`config.mk`:
```
export PLATFORM = sky130hd
export DESIGN_NAME = sense_barrier
export DESIGN_NICKNAME = d
export VERILOG_FILES = /design/src/rtl/sense_barrier_pkg.sv /design/src/rtl/sb_rr_arbiter.sv /design/src/rtl/sb_arrival_counter.sv /design/src/rtl/sb_participant.sv /design/src/rtl/sense_barrier.sv
export SDC_FILE = /design/constraint.sdc
export NUM_CORES = 1
export LEC_CHECK = 0
export ABC_CLOCK_PERIOD_IN_PS = 3800
export BUFFER_PORTS_ARGS = -buffer_cell sky130_fd_sc_hd__buf_4
export CORE_ASPECT_RATIO = 1.25
export CORE_UTILIZATION = 55
export DETAILED_ROUTE_END_ITERATION = 16
export PLACE_DENSITY_LB_ADDON = 0.1
export SYNTH_ARGS = -nofsm -noshare
export SYNTH_HDL_FRONTEND = slang
export SYNTH_HIERARCHICAL = 1
export SYNTH_SLANG_ARGS = --single-unit
```
`constraint.sdc`:
```
create_clock -name clk -period 3.8 [get_ports clk]
set_input_delay 0.38 -clock clk [delete_from_list [all_inputs] [get_ports clk]]
set_output_delay 0.38 -clock clk [all_outputs]
set_load 0.02 [all_outputs]
```
`src/rtl/sense_barrier_pkg.sv`:
```
package sense_barrier_pkg;
    typedef enum logic [1:0] {
        ST_IDLE = 2'd0,
        ST_PEND = 2'd1,
        ST_WAIT = 2'd2,
        ST_DONE = 2'd3
    } part_state_t;
endpackage

```
`src/rtl/sb_rr_arbiter.sv`:
```
module sb_rr_arbiter #(
    parameter int N = 4
) (
    input  logic         clk,
    input  logic         rst_n,
    input  logic [N-1:0] req_i,
    output logic [N-1:0] grant_o
);
    localparam int IW = (N > 1) ? $clog2(N) : 1;
    localparam int WW = $clog2(N + 1);

    logic [IW-1:0] ptr_q, ptr_d;

    always_comb begin
        int  idx;
        logic found;
        grant_o = '0;
        ptr_d   = ptr_q;
        found   = 1'b0;
        for (int k = 0; k < N; k++) begin
            idx = int'(ptr_q) + k;
            if (idx >= N) idx = idx - N;
            if (!found && req_i[idx]) begin
                found        = 1'b1;
                grant_o[idx] = 1'b1;
                ptr_d        = (idx == N - 1) ? '0 : IW'(idx + 1);
            end
        end
    end

    always_ff @(posedge clk) begin
        if (!rst_n) ptr_q <= '0;
        else        ptr_q <= ptr_d;
    end

    assert_grant_onehot_R3: assert property (@(posedge clk) disable iff (!rst_n)
        $onehot0(grant_o));
    assert_grant_pending_R3: assert property (@(posedge clk) disable iff (!rst_n)
        (grant_o & ~req_i) == '0);

    genvar gi;
    generate
        for (gi = 0; gi < N; gi++) begin : g_wait
            logic [WW-1:0] wait_q;
            always_ff @(posedge clk) begin
                if (!rst_n)                          wait_q <= '0;
                else if (req_i[gi] && !grant_o[gi])  wait_q <= wait_q + 1'b1;
                else                                 wait_q <= '0;
            end
            assert_fair_wait_R5: assert property (@(posedge clk) disable iff (!rst_n)
                wait_q < WW'(N));
        end
    endgenerate
endmodule

```
`src/rtl/sb_arrival_counter.sv`:
```
module sb_arrival_counter #(
    parameter int N = 4
) (
    input  logic         clk,
    input  logic         rst_n,
    input  logic [N-1:0] grant_i,
    input  logic [N-1:0] sense_i,
    output logic         flag_o,
    output logic         last_o
);
    localparam int CW = $clog2(N + 1);

    logic [CW-1:0] count_q;
    logic          sel_sense;
    logic          any_grant;

    assign any_grant = |grant_i;
    assign sel_sense = |(grant_i & sense_i);
    assign last_o    = any_grant && (count_q == CW'(N - 1));

    always_ff @(posedge clk) begin
        if (!rst_n) begin
            count_q <= '0;
            flag_o  <= 1'b0;
        end else if (any_grant) begin
            if (last_o) begin
                count_q <= '0;
                flag_o  <= sel_sense;
            end else begin
                count_q <= count_q + 1'b1;
            end
        end
    end

    assert_count_range_R9: assert property (@(posedge clk) disable iff (!rst_n)
        count_q <= CW'(N - 1));
    assert_flag_on_last_R4: assert property (@(posedge clk) disable iff (!rst_n)
        !$stable(flag_o) |-> $past(last_o));
endmodule

```
`src/rtl/sb_participant.sv`:
```
module sb_participant
    import sense_barrier_pkg::*;
(
    input  logic clk,
    input  logic rst_n,
    input  logic arrive_i,
    input  logic grant_i,
    input  logic flag_i,
    input  logic last_i,
    output logic sense_o,
    output logic req_o,
    output logic rel_o
);
    part_state_t state_q, state_d;
    logic        sense_d;
    logic        match;

    assign match = (flag_i == sense_o);

    always_ff @(posedge clk) begin
        if (!rst_n) begin
            state_q <= ST_IDLE;
            sense_o <= 1'b0;
        end else begin
            state_q <= state_d;
            sense_o <= sense_d;
        end
    end

    always_comb begin
        state_d = state_q;
        sense_d = sense_o;
        unique case (state_q)
            ST_IDLE, ST_DONE: if (arrive_i) begin
                state_d = ST_PEND;
                sense_d = ~sense_o;
            end
            ST_PEND: if (grant_i) state_d = ST_WAIT;
            ST_WAIT: if (match) begin
                if (arrive_i) begin
                    state_d = ST_PEND;
                    sense_d = ~sense_o;
                end else begin
                    state_d = ST_DONE;
                end
            end
            default: state_d = ST_IDLE;
        endcase
    end

    always_comb begin
        req_o = (state_q == ST_PEND);
        rel_o = (state_q == ST_DONE) || ((state_q == ST_WAIT) && match);
    end

    assert_release_drop_R6: assert property (@(posedge clk) disable iff (!rst_n)
        (arrive_i && rel_o) |=> !rel_o);
    assert_release_after_all_R2: assert property (@(posedge clk) disable iff (!rst_n)
        $rose(rel_o) |-> $past(last_i));
endmodule

```
`src/rtl/sense_barrier.sv`:
```
module sense_barrier #(
    parameter int N = 4
) (
    input  logic         clk,
    input  logic         rst_n,
    input  logic [N-1:0] arrive_i,
    output logic [N-1:0] release_o
);
    logic [N-1:0] req, grant, sense;
    logic         flag, last;

    sb_rr_arbiter #(.N(N)) u_arb (
        .clk     (clk),
        .rst_n   (rst_n),
        .req_i   (req),
        .grant_o (grant)
    );

    sb_arrival_counter #(.N(N)) u_cnt (
        .clk     (clk),
        .rst_n   (rst_n),
        .grant_i (grant),
        .sense_i (sense),
        .flag_o  (flag),
        .last_o  (last)
    );

    genvar gi;
    generate
        for (gi = 0; gi < N; gi++) begin : g_part
            sb_participant u_part (
                .clk      (clk),
                .rst_n    (rst_n),
                .arrive_i (arrive_i[gi]),
                .grant_i  (grant[gi]),
                .flag_i   (flag),
                .last_i   (last),
                .sense_o  (sense[gi]),
                .req_o    (req[gi]),
                .rel_o    (release_o[gi])
            );
        end
    endgenerate
endmodule

```
==> metrics.yaml <==
outcome:
  status: "complete, no violations"
clock_network:
  ctsResizeCount: 0
  clockBufferDepth: 2
  htreeDepth: 1
  clk_pin_slew_ps: 120
  clock-root-buffer: "clkbuf_4"
  clock_sinks: 18
  cts_buffers: 3
  clock_latency_ps: 300
  postCtsSetupBuffers: 0
  tritoncts: "built"
  ctsHoldBuffers: 0
logic_synthesis:
  synth_mux_area_share_pct: 10.8
  yosysTopAreaCell: "dfxtp_1"
  synth.avg_cell_area_um2: 9.02
  yosys.area_share.simple_pct: 21.1
  synth_seq_cells: 18
  syn_area_mm2: 0.00171
  synth_compound_area_share_pct: 20.6
  async_reset_ff_share_pct: 0
  synthFlopType: "dfxtp_1"
  syn_nets: 221
  synth_edf_count: 0
  ys_seq_area_share_pct: 21.0
  synth_area_leaders: "dfxtp_1 21%, ha_1 18%, o21ai_0 5.0%, mux2i_1 4.7%, inv_1 4.6%"
  synth_top_family_by_area: "simple AND/OR/NAND/NOR gates"
  yosys.area.top_type_share_pct: 21.0
  synth_fa_ha_area_share_pct: 18.2
  postSynthCellCount: 190
  synth_cell_types: 40
  synth-xor-area-share_pct: 2.04
  ys_warn_count: 6
grt:
  grt_pass1_wl_um: 6380
  antenna_found_initial: 0
  grt_overflow: 0
  grt_max_degree: 24
  grt_usage_pct: 25.1
  grt_pass1_vias: 1424
timing:
  hold_viol: 0
  finalClockSkew_ps: 2.94
  timing.final.crit_share_pct: 87.2
  rsz0062_at_grt: "false"
  fin_crit_ps: 3310
  whs_ps: 380
  setup_tns_ps: 0
  fmax_mhz: 302
  relSlewSlack_pct: 57.3
  maxSlewViolCount: 0
  setup_violations: 0
  worst_pin_slew_ps: 634
place:
  port_buffers: 9
  place_inst: 234
  gp_congestion: 0.754
  dp_hpwl_um: 2750
pwr:
  pwr-share-seq_pct: 21.4
  comb_power_share_pct: 70.0
  p_sw_uw: 677
  p_per_area_mw_per_mm2: 789
  leakage_uw: 0.000788
  swShare_pct: 46.3
  clkPwrFrac_pct: 8.6
  p_int_uw: 784
  ir_worst_vdd_mv: 0.486
setup_path:
  cp-end-kind: "flip-flop"
  worst_path_largest_cell_delay_ps: 680
  reg2regPathDepth: 9
  worstPathRequired_ps: 4040
  arrival_ps: 3550
  crit_type: "flip-flop to flip-flop"
  crit_slowest_cell: "mux4_2"
  cp_cell_sequence: "inv_1 -> ha_1 -> mux4_2 -> and2b_2 -> a22oi_1 -> o21ai_0 -> nor4_1 -> or3_1 -> a21oi_1"
  start_kind: "flip-flop"
  cp_max_fo: 13
final_layout:
  drive_gt1_share_pct: 17.8
  fin_nets: 234
  finish.utilization_pct: 62.8
  nFillCells: 258
  area_growth_pct: 7.96
  finalNonFillerCells: 238
  num_antenna_cells: 0
routing:
  drt-initial-drc-count: 33
  drc_errors: 0
  viasPerCell: 5.82
  ant_nets: 0
  wl_per_cell_um: 15.2
  first_pass_iters: 4
  vias: 1386
  routed_wl_um: 3620
die:
  pin_count: 10
  die_h_um: 64.4
  die_x_um: 51.9
  dieArea_mm2: 0.00335
  initial_core_util_pct: 58.2
  coreArea_mm2: 0.00295
  row_count: 22
hold_path:
  worstHoldPathType: "primary input to flip-flop"
  whs_path_depth: 3
flow_run:
  maxCapViolations: 0
synth_stat cells (2+ instances only):
cell type / n
a21boi_0: 4
a21o_2: 5
a21oi_1: 4
a221oi_1: 2
a22oi_1: 6
and2b_1: 4
buf_6: 2
dfxtp_1: 18
ha_1: 25
inv_1: 21
mux2i_1: 8
mux4_2: 3
nand2_1: 16
nand2b_1: 8
nor2b_1: 9
nor3b_1: 5
nor4_1: 2
o21ai_0: 17
o221a_2: 4
or3_1: 3
or4_4: 2
xnor2_1: 4
flip-flops by register name, summed over array words and instances (netlist names):
signal,count
u_cnt/count_q,3
u_arb/ptr_q,2
g_part.u_part/state_q,8
g_part.u_part/sense_o,4
u_cnt/flag_o,1
layer usage:
metal / GRT usage, % / up-vias / wire, um
li1: - / 703 / -
met1: 32.7 / 659 / 1670
met2: 43.6 / 22 / 1840
met3: 2.11 / 2 / 89
met4: 6.08 / 0 / 17
met5: 0 / - / 0
critical path, delay by kind of cell (launching register included):
family / cells / cell delay (ps)
adder cells (fa/ha/maj): 1 / 400
flip-flops: 1 / 480
multiplexers: 1 / 680
AND/OR/NAND/NOR: 3 / 860
AO/OA/AOI/OAI: 3 / 700
buffers and inverters: 1 / 140
layout by cell type, fill, tap and decap left out, drive strengths merged, types with 2 or more instances in the layout:
cell / netlist / layout
ha: 25 / 25
inv: 21 / 21
dfxtp: 18 / 18
o21ai: 18 / 18
nand2: 16 / 16
buf: 3 / 11
nor2b: 9 / 9
nand2b: 8 / 8
mux2i: 8 / 8
a22oi: 6 / 6
a21o: 5 / 5
nor3b: 5 / 5
and2b: 5 / 5
xnor2: 4 / 4
o221a: 4 / 4
a21boi: 4 / 4
a21oi: 4 / 4
clkbuf: 0 / 4
mux4: 4 / 4
or3: 3 / 3
or4: 3 / 3
a221oi: 2 / 2
nor4: 2 / 2
nor4b: 2 / 2
a211oi: 2 / 2
power by group through the flow:
stage,Combinational [uW],Sequential (uW),Clock [uW]
3_5_place_dp,1010,318,0
2_1_floorplan,825,303,0
4_1_cts,1020,312,131
5_1_grt,1140,320,140
6_report,1020,313,125
3_3_place_gp,960,312,0
layout make-up:
cell class | count | area [um2] | area share (%)
clock buffers | 4 | 36.3 | 1.96
inverters | 21 | 78.8 | 4.26
multi-input cells | 148 | 1250 | 67.4
flip-flops and latches | 18 | 360 | 19.5
well taps | 36 | 45.0 | 2.43
repair buffers | 11 | 82.6 | 4.46
through the flow:
step	instance area, um2	setup WS [ps]	power [uW]
6_report	1850	486	1460
5_1_grt	1850	164	1600
4_1_cts	1850	509	1460
3_5_place_dp	1810	519	1330
3_3_place_gp	1810	691	1270
2_1_floorplan	1710	769	1130
final timing paths:
kind / from / endpoint / slack (ps)
worst min-delay path: arrive_i[0] / g_part[0].u_part/sense_o / 380
worst max register to register: u_arb/ptr_q[1] / u_cnt/count_q[2] / 490
worst min register to register: u_cnt/count_q[1] / u_cnt/count_q[1] / 470
worst max-delay path: u_arb/ptr_q[1] / u_cnt/count_q[2] / 490
cells by family (layout without fill, tap and decap cells):
| group | after synthesis | count (layout) |
|---|---|---|
| simple gates | 57 | 57 |
| compound gates | 49 | 49 |
| fa+ha+maj | 25 | 25 |
| buf+inv | 24 | 36 |
| flops | 18 | 18 |
| mux | 13 | 13 |
| xor+xnor | 4 | 4 |
Power figures use the tool's default switching activity.
